<file path="src/rtl/lvi_pkg.sv">
package lvi_pkg;
  // bit positions that software decodes
  localparam int STAT_VBLANK_BIT = 3;
  localparam int STAT_VDUE_BIT   = 7;
  localparam int PEND_HINT_BIT   = 4;
  localparam int PEND_VINT_BIT   = 5;

  // request levels
  localparam logic [2:0] LVL_NONE = 3'd0;
  localparam logic [2:0] LVL_HINT = 3'd4;
  localparam logic [2:0] LVL_VINT = 3'd6;
endpackage

</file>
<file path="src/rtl/lvi_line_counter.sv">
module lvi_line_counter #(
  parameter int CNT_W        = 8,
  parameter int ACTIVE_SHORT = 224,
  parameter int ACTIVE_TALL  = 240
) (
  input  logic             clk,
  input  logic             rst_n,
  input  logic             frame_start,
  input  logic             line_strobe,
  input  logic             tall_mode,
  input  logic [CNT_W-1:0] reload,
  output logic             hint_fire,
  output logic             vblank_start
);
  localparam int LINE_W = $clog2(ACTIVE_TALL + 2) + 1;
  localparam logic [LINE_W-1:0] LINE_MAX = {LINE_W{1'b1}};

  logic [CNT_W-1:0]  cnt_q;
  logic [LINE_W-1:0] line_q;
  logic              armed_q;
  logic [LINE_W-1:0] active_lines;
  logic              line_ev;
  logic              step;

  assign active_lines = tall_mode ? LINE_W'(ACTIVE_TALL) : LINE_W'(ACTIVE_SHORT);
  assign line_ev      = line_strobe && armed_q && !frame_start;
  assign step         = line_ev && (line_q <= active_lines);
  assign hint_fire    = step && (cnt_q == '0);
  assign vblank_start = line_ev && (line_q == active_lines);

  always_ff @(posedge clk) begin
    if (!rst_n) begin
      cnt_q   <= '0;
      line_q  <= '0;
      armed_q <= 1'b0;
    end else if (frame_start) begin
      cnt_q   <= reload;
      line_q  <= '0;
      armed_q <= 1'b1;
    end else if (line_ev) begin
      if (step) begin
        if (cnt_q == '0) cnt_q <= reload;
        else             cnt_q <= cnt_q - 1'b1;
      end
      if (line_q != LINE_MAX) line_q <= line_q + 1'b1;
    end
  end

  // underflow reloads the counter from the interval value
  p_reload_on_fire_r3: assert property (@(posedge clk) disable iff (!rst_n)
    hint_fire |=> (cnt_q == $past(reload)));

  // no counter activity before the first frame opens
  p_idle_before_frame_r1: assert property (@(posedge clk) disable iff (!rst_n)
    !armed_q |-> (!hint_fire && !vblank_start));

  // vertical blank begins exactly once per frame
  p_single_vblank_r5: assert property (@(posedge clk) disable iff (!rst_n)
    vblank_start |=> !vblank_start);
endmodule

</file>
<file path="src/rtl/lvi_vblank_lag.sv">
module lvi_vblank_lag #(
  parameter int LAG = 68
) (
  input  logic clk,
  input  logic rst_n,
  input  logic frame_start,
  input  logic vblank_start,
  input  logic cpu_tick,
  output logic vblank,
  output logic vint_due
);
  localparam int LAG_W = $clog2(LAG + 1) + 1;

  logic [LAG_W-1:0] lag_q;

  always_ff @(posedge clk) begin
    if (!rst_n) begin
      vblank   <= 1'b0;
      vint_due <= 1'b0;
      lag_q    <= '0;
    end else if (frame_start) begin
      vblank   <= 1'b0;
      vint_due <= 1'b0;
      lag_q    <= '0;
    end else if (vblank_start) begin
      vblank   <= 1'b1;
      vint_due <= (LAG == 0);
      lag_q    <= LAG_W'(LAG);
    end else if (cpu_tick && (lag_q != '0)) begin
      lag_q <= lag_q - 1'b1;
      if (lag_q == LAG_W'(1)) vint_due <= 1'b1;
    end
  end

  // the vertical interrupt never precedes blanking
  p_due_inside_vblank_r6: assert property (@(posedge clk) disable iff (!rst_n)
    vint_due |-> vblank);

  p_lag_bounded_r6: assert property (@(posedge clk) disable iff (!rst_n)
    lag_q <= LAG_W'(LAG));

  // the lag only runs while due is still outstanding
  p_lag_done_r6: assert property (@(posedge clk) disable iff (!rst_n)
    (vint_due && !vblank_start) |-> (lag_q == '0));
endmodule

</file>
<file path="src/rtl/lvi_irq_arbiter.sv">
module lvi_irq_arbiter
  import lvi_pkg::*;
(
  input  logic       clk,
  input  logic       rst_n,
  input  logic       hint_fire,
  input  logic       vblank_start,
  input  logic       vint_due,
  input  logic       hint_en,
  input  logic       vint_en,
  input  logic       ack_valid,
  input  logic [2:0] ack_level,
  output logic       hint_pend,
  output logic       vint_pend,
  output logic [2:0] irq_level
);
  logic ack_hint;
  logic ack_vint;
  logic req_hint;
  logic req_vint;

  assign ack_hint = ack_valid && (ack_level == LVL_HINT);
  assign ack_vint = ack_valid && (ack_level == LVL_VINT);

  always_ff @(posedge clk) begin
    if (!rst_n) begin
      hint_pend <= 1'b0;
      vint_pend <= 1'b0;
    end else begin
      if (hint_fire)     hint_pend <= 1'b1;
      else if (ack_hint) hint_pend <= 1'b0;
      if (vblank_start)  vint_pend <= 1'b1;
      else if (ack_vint) vint_pend <= 1'b0;
    end
  end

  assign req_hint = hint_pend && hint_en;
  assign req_vint = vint_pend && vint_due && vint_en;

  always_comb begin
    if (req_vint)      irq_level = LVL_VINT;
    else if (req_hint) irq_level = LVL_HINT;
    else               irq_level = LVL_NONE;
  end

  p_ack_hint_r9: assert property (@(posedge clk) disable iff (!rst_n)
    (ack_hint && !hint_fire) |=> !hint_pend);

  p_ack_vint_r9: assert property (@(posedge clk) disable iff (!rst_n)
    (ack_vint && !vblank_start) |=> !vint_pend);

  p_fire_sets_r3: assert property (@(posedge clk) disable iff (!rst_n)
    hint_fire |=> hint_pend);

  p_level_legal_r8: assert property (@(posedge clk) disable iff (!rst_n)
    (irq_level == LVL_NONE) || (irq_level == LVL_HINT) || (irq_level == LVL_VINT));
endmodule

</file>
<file path="src/rtl/scanline_irq_ctrl.sv">
module scanline_irq_ctrl
  import lvi_pkg::*;
#(
  parameter int CNT_W        = 8,
  parameter int ACTIVE_SHORT = 224,
  parameter int ACTIVE_TALL  = 240,
  parameter int VINT_LAG     = 68
) (
  input  logic             clk,
  input  logic             rst_n,
  input  logic             frame_start,
  input  logic             line_strobe,
  input  logic             tall_mode,
  input  logic [CNT_W-1:0] line_reload,
  input  logic             hint_en,
  input  logic             vint_en,
  input  logic             cpu_tick,
  input  logic             ack_valid,
  input  logic [2:0]       ack_level,
  output logic [7:0]       status,
  output logic [7:0]       pending,
  output logic [2:0]       irq_level
);
  logic hint_fire;
  logic vblank_start;
  logic vblank;
  logic vint_due;
  logic hint_pend;
  logic vint_pend;

  lvi_line_counter #(
    .CNT_W        (CNT_W),
    .ACTIVE_SHORT (ACTIVE_SHORT),
    .ACTIVE_TALL  (ACTIVE_TALL)
  ) u_line_counter (
    .clk          (clk),
    .rst_n        (rst_n),
    .frame_start  (frame_start),
    .line_strobe  (line_strobe),
    .tall_mode    (tall_mode),
    .reload       (line_reload),
    .hint_fire    (hint_fire),
    .vblank_start (vblank_start)
  );

  lvi_vblank_lag #(
    .LAG (VINT_LAG)
  ) u_vblank_lag (
    .clk          (clk),
    .rst_n        (rst_n),
    .frame_start  (frame_start),
    .vblank_start (vblank_start),
    .cpu_tick     (cpu_tick),
    .vblank       (vblank),
    .vint_due     (vint_due)
  );

  lvi_irq_arbiter u_irq_arbiter (
    .clk          (clk),
    .rst_n        (rst_n),
    .hint_fire    (hint_fire),
    .vblank_start (vblank_start),
    .vint_due     (vint_due),
    .hint_en      (hint_en),
    .vint_en      (vint_en),
    .ack_valid    (ack_valid),
    .ack_level    (ack_level),
    .hint_pend    (hint_pend),
    .vint_pend    (vint_pend),
    .irq_level    (irq_level)
  );

  always_comb begin
    status  = '0;
    pending = '0;
    status[STAT_VBLANK_BIT] = vblank;
    status[STAT_VDUE_BIT]   = vint_due;
    pending[PEND_HINT_BIT]  = hint_pend;
    pending[PEND_VINT_BIT]  = vint_pend;
  end

  p_vblank_pend_r5: assert property (@(posedge clk) disable iff (!rst_n)
    $rose(status[STAT_VBLANK_BIT]) |-> pending[PEND_VINT_BIT]);

  p_frame_clears_r2: assert property (@(posedge clk) disable iff (!rst_n)
    frame_start |=> (!status[STAT_VBLANK_BIT] && !status[STAT_VDUE_BIT]));

  p_vint_wins_r8: assert property (@(posedge clk) disable iff (!rst_n)
    (pending[PEND_VINT_BIT] && status[STAT_VDUE_BIT] && vint_en) |-> (irq_level == LVL_VINT));

  p_hint_cause_r7: assert property (@(posedge clk) disable iff (!rst_n)
    (irq_level == LVL_HINT) |-> (pending[PEND_HINT_BIT] && hint_en));
endmodule

</file>
<file path="config.mk">
export PLATFORM = sky130hd
export DESIGN_NAME = scanline_irq_ctrl
export DESIGN_NICKNAME = d
export VERILOG_FILES = /design/src/rtl/lvi_pkg.sv /design/src/rtl/lvi_line_counter.sv /design/src/rtl/lvi_vblank_lag.sv /design/src/rtl/lvi_irq_arbiter.sv /design/src/rtl/scanline_irq_ctrl.sv
export SDC_FILE = /design/constraint.sdc
export NUM_CORES = 1
export LEC_CHECK = 0
export CAP_MARGIN = 15
export CORE_MARGIN = 2
export CORE_UTILIZATION = 40
export CTS_CLUSTER_SIZE = 40
export DETAILED_ROUTE_END_ITERATION = 12
export GPL_TIMING_DRIVEN = 0
export RECOVER_POWER = 50
export SETUP_SLACK_MARGIN = 0.5
export SLEW_MARGIN = 20
export SYNTH_ARGS = -nofsm -noshare
export SYNTH_HDL_FRONTEND = slang
export SYNTH_SLANG_ARGS = --single-unit
</file>
<file path="constraint.sdc">
create_clock -name clk -period 2.6 [get_ports clk]
set_input_delay 0.52 -clock clk [delete_from_list [all_inputs] [get_ports clk]]
set_output_delay 0.52 -clock clk [all_outputs]
set_load 0.02 [all_outputs]
</file>
==> results of run 1 <==
[synth_stat cells (all sizes together) (4+ instances only)]
| cell | instances |
|---|---|
| dfxtp | 30 |
| nand2 | 23 |
| buf | 22 |
| inv | 20 |
| a21oi | 15 |
| nor2 | 15 |
| ha | 8 |
| nor3 | 8 |
| o21ai | 7 |
| nand3 | 6 |
| o22ai | 6 |
| a21boi | 5 |
| clkbuf | 5 |
| xnor2 | 5 |
| o31ai | 4 |
| o41ai | 4 |
| xor2 | 4 |
[timing repair]
item                                    in CTS  in global routing
endpoints found under the setup margin       7                 29
resized for setup                            6                 16
pin swaps                                    1                  2
setup buffers                                0                  0
[final timing paths]
kind                                              start  cells past startpoint                               endpoint  slack [ns]
setup / recovery  u_line_counter.line_q[0]$_SDFFE_PP0P_                      9  u_line_counter.line_q[5]$_SDFFE_PP0P_        0.51
hold / removal         u_vblank_lag.vblank$_SDFFE_PP0P_                      2       u_vblank_lag.vblank$_SDFFE_PP0P_        0.45
setup reg to reg  u_line_counter.line_q[0]$_SDFFE_PP0P_                      9  u_line_counter.line_q[5]$_SDFFE_PP0P_        0.51
hold reg to reg        u_vblank_lag.vblank$_SDFFE_PP0P_                      2       u_vblank_lag.vblank$_SDFFE_PP0P_        0.45
[stage by stage]
| step | hold WS (ns) | worst slack, ns |
|---|---|---|
| detailed placement | 0.438 | 0.167 |
| global route | 0.498 | 0.261 |
| finish | 0.447 | 0.506 |
| floorplan | 0.426 | 0.721 |
| global placement | 0.435 | 0.131 |
| CTS | 0.449 | 0.493 |
[cell type report]
cell class / instances / area, um2
Sequential cell: 30 / 601
Buffer: 27 / 186
Fill cell: 462 / 2220
Tap cell: 67 / 83.8
Multi-Input combinational cell: 175 / 1170
Clock inverter: 2 / 60.1
Timing Repair Buffer: 25 / 243
Inverter: 20 / 75.1
Clock buffer: 6 / 82.6
[layout by cell type, fill, tap and decap left out, types with 6 or more instances in the layout]
cell type        Yosys  layout
o21ai_0              6       6
ha_1                 8       8
clkbuf_8             0       6
a21oi_1             15      15
inv_1               20      20
nor3_1               8       8
nand2_1             23      23
nor2_1              15      15
dfxtp_1             30      30
o22ai_1              6       6
clkdlybuf4s50_1      0      17
conb_1               1      13
buf_4               18      18
[worst max-delay path: cells and delay by family, from the launching register on]
| family | cells | cell delay (ns) |
|---|---|---|
| flops | 1 | 0.39 |
| buf+inv | 1 | 0.32 |
| fa+ha+maj | 2 | 0.43 |
| xor+xnor | 1 | 0.15 |
| simple gates | 5 | 0.68 |
[registers in the layout (all words and copies together) (netlist names)]
name	cells
u_line_counter.cnt_q	8
u_irq_arbiter.hint_pend	1
u_line_counter.line_q	9
u_vblank_lag.vblank	1
u_irq_arbiter.vint_pend	1
u_line_counter.armed_q	1
u_vblank_lag.vint_due	1
u_vblank_lag.lag_q	8
[power breakdown]
part / total, mW / internal, mW / switching [mW]
Sequential: 0.501 / 0.478 / 0.0233
Combinational: 0.295 / 0.135 / 0.159
Clock: 0.593 / 0.409 / 0.184
Total: 1.39 / 1.02 / 0.367
[per-layer routing]
metal  GRT usage, %  wire [um]
met1           23.6       2130
met2           26.3       1860
met3           5.69        291
met4           5.45         59
met5              0          0
[logic make-up (layout without fill, tap and decap cells)]
kind of cell / count (synthesis) / count (layout)
AND/OR/NAND/NOR: 83 / 83
AO/OA/AOI/OAI: 61 / 61
buffers and inverters: 47 / 80
flip-flops: 30 / 30
XOR/XNOR: 9 / 9
adder cells (fa/ha/maj): 8 / 8
other: 1 / 13
multiplexers: 1 / 1
==> results.sh, run 1 <==
export IMPL_post_route_util_pct=53.0
export IMPL_netlist_area_um2=1960
export IMPL_diodes=0
export IMPL_dr_pass1_iters=4
export IMPL_drc_errors=0
export IMPL_io_buffers=25
export IMPL_async_reset_ff_share_pct=0
export IMPL_fin_skew_ns=0.00992
export IMPL_synthToLayoutAreaGrowth_pct=27.8
export IMPL_layout_drive_gt1_share_pct=16.1
export IMPL_setup_viol=0
export IMPL_num_rows=25
export IMPL_muxShareOfSynthArea_pct=0.511
export IMPL_vias=1766
export IMPL_yosysWarnings=0
export IMPL_die_x_um=74.0
export IMPL_relSlewSlack_pct=59.2
export IMPL_synthCells=240
export IMPL_ys_seq_elements=30
export IMPL_fin_crit_sh_pct=80.5
export IMPL_synth_top_area_cell="dfxtp_1"
export IMPL_maxSlewViolCount=0
export IMPL_cts_root_buf="clkbuf_8"
export IMPL_critPathRequiredTime_ns=2.77
export IMPL_clkTransAtPathRegs_ns=0.07
export IMPL_final_cells=352
export IMPL_crit_fanout=8
export IMPL_drt_total_wl_um=4340
export IMPL_die_y_um=74.0
export IMPL_synth_simple_area_share_pct=24.3
export IMPL_worst_slew_pin_slew_ns=0.607
export IMPL_max_stage_delay_ns=0.39
export IMPL_ys_seq_area_share_pct=30.7
export IMPL_fmax_mhz=478
export IMPL_grt_total_usage_pct=17.4
export IMPL_power_mw=1.39
export IMPL_start_kind="flop"
export IMPL_critPathCaptureType="flop"
export IMPL_coreArea_um2=4720
export IMPL_synth_top_cell_area_share_pct=30.7
export IMPL_cts_buffers=5
export IMPL_htree_num_levels=2
export IMPL_antenna_found_initial=0
export IMPL_grt_max_degree=11
export IMPL_num_nets_final=312
export IMPL_gr_total_overflow=0
export IMPL_final_cell_area_um2=2500
export IMPL_holdBufCountCts=0
export IMPL_synth_top_family_by_area="simple AND/OR/NAND/NOR gates"
export IMPL_synth_flop_cell="dfxtp_1"
export IMPL_die_area_um2=5470
export IMPL_hold_class="flop to flop"
export IMPL_cts_tree="done"
export IMPL_yosys_area_share_adder_pct=5.11
export IMPL_drt_iter0_markers=117
export IMPL_synth_edff_count=0
export IMPL_io_pins=39
export IMPL_cts_sinks=30
export IMPL_grt_pass1_vias=1667
export IMPL_ant_nets=0
export IMPL_clock_latency_ns=0.29
export IMPL_dp_hpwl_um=3130
export IMPL_place_area_um2=2340
export IMPL_grt_pass1_wl_um=7420
export IMPL_ir_worst_vdd_mv=0.323
export IMPL_cp_slowest_cell="dfxtp_1"
export IMPL_crit_arrival_ns=2.26
export IMPL_rsz0062_at_grt="no"
export IMPL_synthXorXnorAreaFrac_pct=4.02
export IMPL_viasPerCell=5.02
export IMPL_avgSynthCellArea_um2=8.16
export IMPL_synth_area_leaders="dfxtp_1 31%, buf_4 6.9%, ha_1 5.1%"
export IMPL_hold_viol=0
export IMPL_power_density_nw_per_um2=555
export IMPL_synth_cell_types=62
export IMPL_tns_ns=0
export IMPL_leakagePower_nw=1.01
export IMPL_initial_utilization_pct=41.5
export IMPL_period_needed_ns=2.09
export IMPL_maxCapViolCount=0
export IMPL_wl_per_cell_um=12.3
export IMPL_path_class="flop to flop"
export IMPL_synth_compound_area_share_pct=22.3
export IMPL_crit_path_cell_trace="ha_1, nand3_2, nor3_1, ha_1, nand4bb_1, clkbuf_1, nor3_1, xnor2_1, nor2_1"
export IMPL_status="finished, final reports clean"
export IMPL_gp_congestion=0.855
export IMPL_dp_cells=344
export IMPL_clockBufferDepth=2
Note: power is estimated with default switching activity, not from simulation.
==> run 2: changes to the inputs <==
Clock period 2.6 ns to 2.03 ns, I/O delays scaled along.
==> run 2 against run 1 <==
Critical path type unchanged. Largest power group unchanged. Clock power up 29%. Highest routed layer unchanged. Total power increased by 34%. Non-clock buffer count is 17 higher.
==> results.sh, run 2 (synthesis results as in run 1) <==
export IMPL_rrSetupSlack_ns=0.23
export IMPL_layout_drive_gt1_share_pct=34.4
export IMPL_dp_hpwl_um=3180
export IMPL_layout_commonest_cell="buf_4"
export IMPL_crit_end="u_line_counter.line_q[4]$_SDFFE_PP0P_"
export IMPL_fin_skew_ns=0.00752
export IMPL_ant_nets=0
export IMPL_final_cells=369
export IMPL_power_mw=1.87
export IMPL_cts_sinks=30
export IMPL_drc_errors=0
export IMPL_gp_congestion=0.775
export IMPL_start_kind="flop"
export IMPL_use_met2_pct=28.5
export IMPL_wl_per_cell_um=13.2
export IMPL_leakagePower_nw=1.22
export IMPL_regArea_um2=616
export IMPL_hold_viol=0
export IMPL_busiest_layer="met2"
export IMPL_crit_path_cell_trace="ha_4, nand3_4, nor3_4, ha_1, nand4bb_4, clkbuf_2, or3_4, a21oi_2"
export IMPL_largest_reg_flops=9
export IMPL_n_fill_cell=409
export IMPL_status="finished, final reports clean"
export IMPL_holdBufCountCts=0
export IMPL_io_pins=39
export IMPL_clockBufferDepth=2
export IMPL_num_nets_final=329
export IMPL_viasPerCell=5.19
export IMPL_max_stage_delay_ns=0.37
export IMPL_maxSlewViolCount=0
export IMPL_worst_slew_pin_slew_ns=0.606
export IMPL_clock_latency_ns=0.29
export IMPL_grtUsageMet1_pct=25.8
export IMPL_grt_pass1_vias=1699
export IMPL_initial_utilization_pct=41.5
export IMPL_grt_total_usage_pct=18.5
export IMPL_num_rows=25
export IMPL_grt_max_degree=11
export IMPL_io_buffers=25
export IMPL_period_needed_ns=1.80
export IMPL_clkTransAtPathRegs_ns=0.07
export IMPL_setup_viol=0
export IMPL_regMostFlops="u_line_counter.line_q"
export IMPL_power_density_nw_per_um2=644
export IMPL_dr_pass1_iters=4
export IMPL_coreArea_um2=4720
export IMPL_synthToLayoutAreaGrowth_pct=47.8
export IMPL_final_cell_area_um2=2900
export IMPL_r2r_end="u_line_counter.line_q[4]$_SDFFE_PP0P_"
export IMPL_cts_root_buf="clkbuf_8"
export IMPL_fmax_mhz=555
export IMPL_cp_slowest_cell="or3_4"
export IMPL_grt_pass1_wl_um=7900
export IMPL_multiInputGateArea_um2=1410
export IMPL_hold_class="flop to flop"
export IMPL_die_area_um2=5470
export IMPL_critPathBufInv=1
export IMPL_r2r_start="u_line_counter.line_q[1]$_SDFFE_PP0P_"
export IMPL_critPathCaptureType="flop"
export IMPL_final_cell_mix="28 x buf_4, 22 x dfxtp_1, 17 x inv_1"
export IMPL_startpoint="u_line_counter.line_q[1]$_SDFFE_PP0P_"
export IMPL_diodes=0
export IMPL_critPathRequiredTime_ns=2.24
export IMPL_rr_worst_depth=8
export IMPL_fin_crit_sh_pct=88.8
export IMPL_path_delay_family="simple AND/OR/NAND/NOR gates"
export IMPL_relSlewSlack_pct=59.5
export IMPL_drt_iter0_markers=131
export IMPL_die_x_um=74.0
export IMPL_rsz0062_at_grt="yes"
export IMPL_maxCapViolCount=0
export IMPL_cts_tree="done"
export IMPL_cts_buffers=5
export IMPL_dp_cells=344
export IMPL_place_area_um2=2450
export IMPL_antenna_found_initial=0
export IMPL_ir_worst_vdd_mv=0.383
export IMPL_vias=1914
export IMPL_crit_fanout=6
export IMPL_reg_top3="u_line_counter.line_q x9, u_line_counter.cnt_q x8, u_vblank_lag.lag_q x8"
export IMPL_path_class="flop to flop"
export IMPL_crit_arrival_ns=2.02
export IMPL_gr_total_overflow=0
export IMPL_drt_total_wl_um=4870
export IMPL_cp_depth=8
export IMPL_die_y_um=74.0
export IMPL_htree_num_levels=2
export IMPL_use_met3_pct=5.15
==> run 2: cell count changes in the layout (fill, tap and decap cells not counted), sizes merged <==
cell / previous run / this run
buf: 21 / 35
clkbuf: 14 / 17
clkdlybuf4s15: 0 / 1
clkdlybuf4s50: 17 / 14
dlygate4sd2: 0 / 7
dlygate4sd3: 5 / 1
dlymetal6s2s: 1 / 0
==> run 2: stage by stage <==
stage / hold WS (ns) / setup TNS, ns / utilization, % / setup WS [ns]
2_1_floorplan: 0.426 / 0 / - / 0.351
3_3_place_gp: 0.433 / -4.35 / 51.9 / -0.318
3_5_place_dp: 0.438 / -4.66 / 51.9 / -0.331
4_1_cts: 0.449 / 0 / 59.3 / 0.280
5_1_grt: 0.477 / 0 / 61.3 / 0.135
6_report: 0.444 / 0 / 61.3 / 0.227
==> run 2: repair_timing <==
action	4_1_cts	5_1_grt
cloned	1	0
endpoints found under the setup margin	34	30
buffers inserted	14	2
resized for setup	45	28
pin swaps	20	11
==> run 2: area by class of cell <==
| type | instances | share of cell area, % |
|---|---|---|
| Tap cell | 67 | 2.90 |
| Buffer | 27 | 7.09 |
| Inverter | 20 | 2.59 |
| Clock inverter | 2 | 2.07 |
| Multi-Input combinational cell | 175 | 48.5 |
| Timing Repair Buffer | 42 | 12.7 |
| Clock buffer | 6 | 2.85 |
| Sequential cell | 30 | 21.3 |
==> run 2: worst reg2reg max path, cell delays in order, from the launching register on <==
cell,delay (ns)
dfxtp_4,0.36
ha_4,0.17
nand3_4,0.09
nor3_4,0.04
ha_1,0.19
nand4bb_4,0.18
clkbuf_2,0.22
or3_4,0.37
a21oi_2,0.11
==> run 2: layer usage <==
metal,part of all wire [%],routed length (um),vias up
met1,45,2190,895
li1,-,-,944
met5,0,0,-
met2,47,2270,70
met4,0.90,44,0
met3,7.4,362,5
==> run 2: worst min path at each step <==
stage	start	endpoint	slack [ns]	cells past startpoint
final	u_vblank_lag.vblank$_SDFFE_PP0P_	u_vblank_lag.vblank$_SDFFE_PP0P_	0.44	2
after global routing	u_vblank_lag.vblank$_SDFFE_PP0P_	u_vblank_lag.vblank$_SDFFE_PP0P_	0.48	2
after CTS	u_vblank_lag.vblank$_SDFFE_PP0P_	u_vblank_lag.vblank$_SDFFE_PP0P_	0.45	2
after detailed placement	u_vblank_lag.vblank$_SDFFE_PP0P_	u_vblank_lag.vblank$_SDFFE_PP0P_	0.44	2
after global placement	u_vblank_lag.vblank$_SDFFE_PP0P_	u_vblank_lag.vblank$_SDFFE_PP0P_	0.43	2
after floorplan	u_vblank_lag.vblank$_SDFFE_PP0P_	u_vblank_lag.vblank$_SDFFE_PP0P_	0.43	2
==> run 2: power by group <==
part | switching [mW] | total, mW | internal [mW]
sequential | 0.0328 | 0.643 | 0.611
clock | 0.239 | 0.763 | 0.524
combinational | 0.237 | 0.460 | 0.222
total | 0.509 | 1.87 | 1.36
